[src/rtl/sar_scan_pkg.sv]
package sar_scan_pkg;
  // Strobes from the sequencer to the datapath.
  typedef struct packed {
    logic load;    // a new conversion is accepted this cycle
    logic step;    // a comparison step is executed this cycle
    logic finish;  // this step is the last one of the conversion
  } sarStrobeT;
endpackage

[src/rtl/sar_scan_fsm.sv]
module sar_scan_fsm
  import sar_scan_pkg::*;
#(
  parameter int DATA_W   = 10,
  parameter int CH_COUNT = 4,
  parameter int MIN_RES  = 2,
  localparam int CH_W    = $clog2(CH_COUNT),
  localparam int RES_W   = $clog2(DATA_W + 1)
) (
  input  logic             clk,
  input  logic             rstN,
  input  logic [CH_W-1:0]  cfgChannel,
  input  logic [RES_W-1:0] cfgResolution,
  input  logic             cfgContinuous,
  input  logic             cfgPowerDown,
  input  logic             startReq,
  output sarStrobeT        strb,
  output logic             busy,
  output logic [CH_W-1:0]  muxSel
);
  typedef enum logic [1:0] {ST_IDLE, ST_SETTLE, ST_STEP} stateT;
  stateT            state;
  logic [CH_W-1:0]  chanLat;
  logic             chanValid;
  logic [RES_W-1:0] resLat, stepsLeft, resClamped;
  logic             startNow, needSettle;

  always_comb begin
    if (cfgResolution < RES_W'(MIN_RES))     resClamped = RES_W'(MIN_RES);
    else if (cfgResolution > RES_W'(DATA_W)) resClamped = RES_W'(DATA_W);
    else                                     resClamped = cfgResolution;
  end

  assign startNow    = (state == ST_IDLE) && (startReq || cfgContinuous) && !cfgPowerDown;
  assign needSettle  = !chanValid || (cfgChannel != chanLat);
  assign strb.load   = startNow;
  assign strb.step   = (state == ST_STEP) && !cfgPowerDown;
  assign strb.finish = strb.step && (stepsLeft == RES_W'(1));
  assign busy        = (state != ST_IDLE);
  assign muxSel      = (busy && !cfgPowerDown) ? chanLat : '0;

  always_ff @(posedge clk) begin
    if (!rstN) begin
      state     <= ST_IDLE;
      chanLat   <= '0;
      chanValid <= 1'b0;
      resLat    <= RES_W'(MIN_RES);
      stepsLeft <= '0;
    end else if (cfgPowerDown) begin
      state     <= ST_IDLE;
      chanValid <= 1'b0;
    end else begin
      case (state)
        ST_IDLE: if (startNow) begin
          chanLat   <= cfgChannel;
          chanValid <= 1'b1;
          resLat    <= resClamped;
          stepsLeft <= resClamped;
          state     <= needSettle ? ST_SETTLE : ST_STEP;
        end
        ST_SETTLE: state <= ST_STEP;
        ST_STEP: begin
          stepsLeft <= stepsLeft - RES_W'(1);
          if (stepsLeft == RES_W'(1)) state <= ST_IDLE;
        end
        default: state <= ST_IDLE;
      endcase
    end
  end

  // Independent step tally used only by the checks below.
  logic [RES_W-1:0] stepsSeen;
  always_ff @(posedge clk) begin
    if (!rstN || strb.load) stepsSeen <= '0;
    else if (strb.step)     stepsSeen <= stepsSeen + RES_W'(1);
  end

  assert_step_count_R2: assert property (@(posedge clk) disable iff (!rstN)
    strb.finish |-> (stepsSeen + RES_W'(1) == resLat));
  assert_pd_idle_R10: assert property (@(posedge clk) disable iff (!rstN)
    cfgPowerDown |=> !busy);
  assert_mux_hold_R1: assert property (@(posedge clk) disable iff (!rstN)
    (busy && $past(busy) && !cfgPowerDown && !$past(cfgPowerDown)) |-> $stable(muxSel));
  assert_res_range_R3: assert property (@(posedge clk) disable iff (!rstN)
    busy |-> (resLat >= RES_W'(MIN_RES) && resLat <= RES_W'(DATA_W)));
endmodule

[src/rtl/sar_scan_dp.sv]
module sar_scan_dp
  import sar_scan_pkg::*;
#(
  parameter int DATA_W = 10
) (
  input  logic              clk,
  input  logic              rstN,
  input  sarStrobeT         strb,
  input  logic              compIn,
  input  logic              ackRead,
  output logic [DATA_W-1:0] dacCode,
  output logic [DATA_W-1:0] result0,
  output logic [DATA_W-1:0] result1,
  output logic              doneFlag,
  output logic              overrunFlag,
  output logic              convDone
);
  logic [DATA_W-1:0] acc, trialBit, trialCode, finalCode;
  logic [DATA_W-1:0] resultReg [2];
  logic              writeSel;

  assign trialCode = acc | trialBit;
  assign finalCode = compIn ? trialCode : acc;
  assign dacCode   = strb.step ? trialCode : '0;
  assign result0   = resultReg[0];
  assign result1   = resultReg[1];

  always_ff @(posedge clk) begin
    if (!rstN) begin
      acc      <= '0;
      trialBit <= '0;
    end else if (strb.load) begin
      acc      <= '0;
      trialBit <= {1'b1, {(DATA_W-1){1'b0}}};
    end else if (strb.step) begin
      if (compIn) acc <= trialCode;
      trialBit <= trialBit >> 1;
    end
  end

  always_ff @(posedge clk) begin
    if (!rstN) begin
      resultReg[0] <= '0;
      resultReg[1] <= '0;
      writeSel     <= 1'b0;
      doneFlag     <= 1'b0;
      overrunFlag  <= 1'b0;
      convDone     <= 1'b0;
    end else begin
      convDone <= strb.finish;
      if (strb.finish) begin
        resultReg[writeSel] <= finalCode;
        writeSel            <= ~writeSel;
        doneFlag            <= 1'b1;
        if (doneFlag && !ackRead) overrunFlag <= 1'b1;
      end else if (ackRead) begin
        doneFlag <= 1'b0;
      end
    end
  end

  assert_done_pulse_R8: assert property (@(posedge clk) disable iff (!rstN)
    strb.finish |=> (convDone && doneFlag));
  assert_pulse_single_R8: assert property (@(posedge clk) disable iff (!rstN)
    convDone |=> !convDone);
  assert_overrun_sticky_R9: assert property (@(posedge clk) disable iff (!rstN)
    overrunFlag |=> overrunFlag);
  assert_trial_below_R12: assert property (@(posedge clk) disable iff (!rstN)
    strb.step |-> ($onehot(trialBit) && ((acc & ~(trialBit - DATA_W'(1))) & trialBit) == '0
                   && (acc & (trialBit - DATA_W'(1))) == '0));
endmodule

[src/rtl/sar_scan_ctrl.sv]
module sar_scan_ctrl
  import sar_scan_pkg::*;
#(
  parameter int DATA_W   = 10,
  parameter int CH_COUNT = 4,
  parameter int MIN_RES  = 2,
  localparam int CH_W    = $clog2(CH_COUNT),
  localparam int RES_W   = $clog2(DATA_W + 1)
) (
  input  logic              clk,
  input  logic              rstN,
  input  logic [CH_W-1:0]   cfgChannel,
  input  logic [RES_W-1:0]  cfgResolution,
  input  logic              cfgContinuous,
  input  logic              cfgPowerDown,
  input  logic              startReq,
  input  logic              ackRead,
  input  logic              compIn,
  output logic [CH_W-1:0]   muxSel,
  output logic [DATA_W-1:0] dacCode,
  output logic              analogOn,
  output logic              busy,
  output logic              convDone,
  output logic              doneFlag,
  output logic              overrunFlag,
  output logic [DATA_W-1:0] result0,
  output logic [DATA_W-1:0] result1
);
  sarStrobeT strb;

  assign analogOn = !cfgPowerDown;

  sar_scan_fsm #(.DATA_W(DATA_W), .CH_COUNT(CH_COUNT), .MIN_RES(MIN_RES)) u_fsm (
    .clk(clk), .rstN(rstN), .cfgChannel(cfgChannel), .cfgResolution(cfgResolution),
    .cfgContinuous(cfgContinuous), .cfgPowerDown(cfgPowerDown), .startReq(startReq),
    .strb(strb), .busy(busy), .muxSel(muxSel)
  );

  sar_scan_dp #(.DATA_W(DATA_W)) u_dp (
    .clk(clk), .rstN(rstN), .strb(strb), .compIn(compIn), .ackRead(ackRead),
    .dacCode(dacCode), .result0(result0), .result1(result1),
    .doneFlag(doneFlag), .overrunFlag(overrunFlag), .convDone(convDone)
  );
endmodule

[config.mk]
export PLATFORM = sky130hd
export DESIGN_NAME = sar_scan_ctrl
export DESIGN_NICKNAME = d
export VERILOG_FILES = /design/src/rtl/sar_scan_pkg.sv /design/src/rtl/sar_scan_fsm.sv /design/src/rtl/sar_scan_dp.sv /design/src/rtl/sar_scan_ctrl.sv
export SDC_FILE = /design/constraint.sdc
export NUM_CORES = 1
export LEC_CHECK = 0
export BUFFER_PORTS_ARGS = -buffer_cell sky130_fd_sc_hd__buf_2
export CAP_MARGIN = 20
export CORE_MARGIN = 3
export CORE_UTILIZATION = 50
export DETAILED_ROUTE_END_ITERATION = 8
export PLACE_DENSITY_LB_ADDON = 0.2
export SYNTH_ARGS = -nofsm -noshare
export SYNTH_HDL_FRONTEND = slang
export SYNTH_HIERARCHICAL = 1
export SYNTH_SLANG_ARGS = --single-unit
[constraint.sdc]
create_clock -name clk -period 3.4 [get_ports clk]
set_clock_uncertainty 0.05 [all_clocks]
set_input_delay 0.68 -clock clk [delete_from_list [all_inputs] [get_ports clk]]
set_output_delay 0.68 -clock clk [all_outputs]
set_load 0.01 [all_outputs]
==> results.py <==
metrics = {
    "synthesis": {
        "synth_compound_area_frac": 0.1532,
        "ys_async_sr_fraction": 0,
        "syn_area_um2": 2360,
        "synth_cell_type_count": 49,
        "synth_edf_count": 20,
        "synthSimpleGateAreaFrac": 0.1935,
        "synth_cells": 227,
        "synth_top_area_share": 0.2800,
        "synthXorXnorAreaFrac": 0.01485,
        "synthFlopType": "dfxtp_1",
        "avgSynthCellArea_um2": 10.40,
        "yosysSeqAreaShare": 0.5345,
        "synth_fa_ha_area_frac": 0.01060,
        "synth_top_family_by_area": "simple AND/OR/NAND/NOR gates",
        "syn-num-nets": 242,
        "ys_ff_latch": 53,
        "ys.warnings.count": 6,
        "synth_top_area_cell": "dfxtp_1",
        "synthMuxAreaShare": 0.03818,
        "ys_top_cells_by_area": "dfxtp_1 28%, edfxtp_1 25%, nor2_1 6.7%, o21a_1 4.1%, mux2i_1 3.8%",
    },
    "setup_path": {
        "worst-path-buf-inv": 1,
        "cp_data_arrival_time_ns": 1.92,
        "required_ns": 2.67,
        "crit_path_max_fanout": 15,
        "crit_slowest_cell": "nor2_2",
        "critical-path-top-delay-family": "simple AND/OR/NAND/NOR gates",
        "startpoint_type": "flop",
        "path_cells": "nand2b_1 > nor2_2 > o21a_1 > buf_2",
        "critPathKind": "flop to output pin",
        "slowest_delay_ns": 0.53,
        "r2r_slack_ns": 1.26,
        "critPathCaptureType": "output pin",
    },
    "timing": {
        "worst_hold_slack_ns": 0.4176,
        "fin_crit_sh": 0.7792,
        "fin_crit_ns": 2.649,
        "hold_violations": 0,
        "final.setup.tns_ns": 0,
        "relSlewSlack": 0.5877,
        "slew_viol_final": 0,
        "fmax_mhz": 377.5,
        "setup_viol": 0,
        "setup_slack_ns": 0.7509,
        "rsz0062_at_grt": "false",
        "tightest_slew_ns": 0.6178,
    },
    "min_path": {
        "min_path_type": "flop to flop",
    },
    "cells_and_area": {
        "final_layout_size_suffix_gt1_frac": 0.2664,
        "final_common_cell": "buf_2",
        "finalNetCount": 288,
        "layout_common_cells": "49 x buf_2, 41 x nor2_1, 33 x dfxtp_1",
        "layout.cells.non_filler": 326,
        "n_antenna_cell": 0,
        "area.growth.synth_to_final_pct": 14.90,
        "postLayoutCellArea_um2": 2711,
    },
    "global_route": {
        "grt_pass1_wl_um": 7086,
        "grt.total_usage": 0.1669,
        "grt-ovfl-total": 0,
        "antenna_found_initial": 0,
        "first_global_vias": 1551,
        "grt_max_degree": 21,
    },
    "routing": {
        "dr_total_vias": 1769,
        "routed_wl_um": 4439,
        "wire_per_inst_um": 13.62,
        "drc": 0,
        "drtIter0Drc": 109,
        "firstDrtPassIters": 4,
        "final_antenna_net_count": 0,
        "viasPerCell": 5.426,
    },
    "floorplanning": {
        "die-area_um2": 5580,
        "start_util": 0.5310,
        "fp.dieW_um": 74.70,
        "num_io_pins": 50,
        "core-area_um2": 4444,
        "chipHeight_um": 74.70,
        "num_rows": 24,
    },
    "placed_design": {
        "dpl.hpwl_um": 3217,
        "place.gp.congestion": 0.7832,
        "dpl_cell_area_um2": 2599,
        "io_buffers": 49,
        "placed_cells": 318,
        "post-place-ws_ns": 0.9435,
    },
    "flow_run": {
        "cap_violations": 0,
    },
    "clock_tree": {
        "cts-root-buf": "clkbuf_8",
        "cts_buffer_depth": 2,
        "clk_pin_slew_ns": 0.10,
        "ctsResizeCount": 0,
        "cts_tree": "built",
        "postCtsSetupBuffers": 0,
        "worstSkewPairLatency_ns": 0.31,
        "holdBufCountCts": 0,
        "cts_sinks": 53,
        "numCtsBuffers": 5,
        "cts.htree.levels": 2,
    },
    "power": {
        "cellPowerDensity_nw_per_um2": 446.8,
        "leakagePower_nw": 1.062,
        "ir_drop_uv": 259.2,
    },
    "outcome": {
        "status": "finished, final reports clean",
    },
}
==> sequential cells by signal (all words and copies together) (netlist names) <==
name,cells
u_dp/acc,10
u_fsm/stepsLeft,4
u_dp/doneFlag,1
u_dp/convDone,1
u_dp/resultReg,20
u_dp/overrunFlag,1
u_fsm/chanValid,1
u_dp/trialBit,10
u_dp/writeSel,1
u_fsm/chanLat,2
u_fsm/state,2
==> worst register-to-register path, cell delays in order, from the launching register on <==
cell     delay, ns
dfxtp_1       0.41
ha_1          0.16
or3b_2        0.45
nor3_1        0.18
buf_4         0.19
nand2_1       0.06
nand2_1       0.31
==> layout make-up <==
class / count / area (µm²)
Multi-Input combinational cell: 153 / 970.9
Sequential cell: 53 / 1261
Tap cell: 52 / 65.06
Clock inverter: 3 / 43.79
Fill cell: 384 / 1733
Inverter: 7 / 26.28
Clock buffer: 5 / 68.82
Timing Repair Buffer: 53 / 275.3
==> routing by layer <==
layer | up-vias | share of wire | track usage
met2 | 42 | 0.44 | 0.2507
met5 | - | 0 | 0
met4 | 0 | 0.015 | 0.07708
met1 | 821 | 0.50 | 0.2291
li1 | 901 | - | -
met3 | 5 | 0.047 | 0.03872
==> synth_stat cells, drive strengths merged (2+ instances only) <==
library cell	n
o32ai	2
nor3b	2
o41ai	2
inv	7
and2	6
o21a	13
mux2i	9
ha	2
nand3	4
o21ai	2
and3	3
nor2b	4
o211ai	2
nand2b	4
edfxtp	20
xnor2	3
a21oi	13
a31oi	10
nand2	3
o2111ai	2
buf	13
nor2	43
nand4	4
dfxtp	33
nor3	5
==> kinds of logic (layout without fill, tap and decap cells) <==
kind of cell | after synthesis | in the layout
multiplexers | 9 | 9
adder cells (fa/ha/maj) | 2 | 2
buffers and inverters | 21 | 68
AO/OA/AOI/OAI | 52 | 52
XOR/XNOR | 4 | 4
flip-flops | 53 | 53
AND/OR/NAND/NOR | 86 | 86
==> through the flow <==
stage | util | power (mW)
final | 0.6101 | 1.211
after global routing | 0.6101 | 1.252
after CTS | 0.6101 | 1.220
after detailed placement | 0.5847 | 0.7968
after global placement | 0.5847 | 0.7958
after floorplan | - | 0.7708
==> final timing paths <==
path	start	endpoint	depth (start not counted)
max	u_fsm/state[0]$_SDFFE_PP0P_	dacCode[8]	4
min	u_dp/overrunFlag$_SDFFE_PN0P_	u_dp/overrunFlag$_SDFFE_PN0P_	1
max reg2reg	u_fsm/stepsLeft[0]$_SDFFE_PN0P_	u_dp/resultReg[1][2]$_SDFFCE_PN0P_	6
min reg2reg	u_dp/overrunFlag$_SDFFE_PN0P_	u_dp/overrunFlag$_SDFFE_PN0P_	1
==> power breakdown <==
group	internal [mW]	switching, mW	total, mW
combinational	0.0398	0.0580	0.0978
sequential	0.673	0.0118	0.685
clock	0.221	0.208	0.429
(Power assumes the default switching activity.)
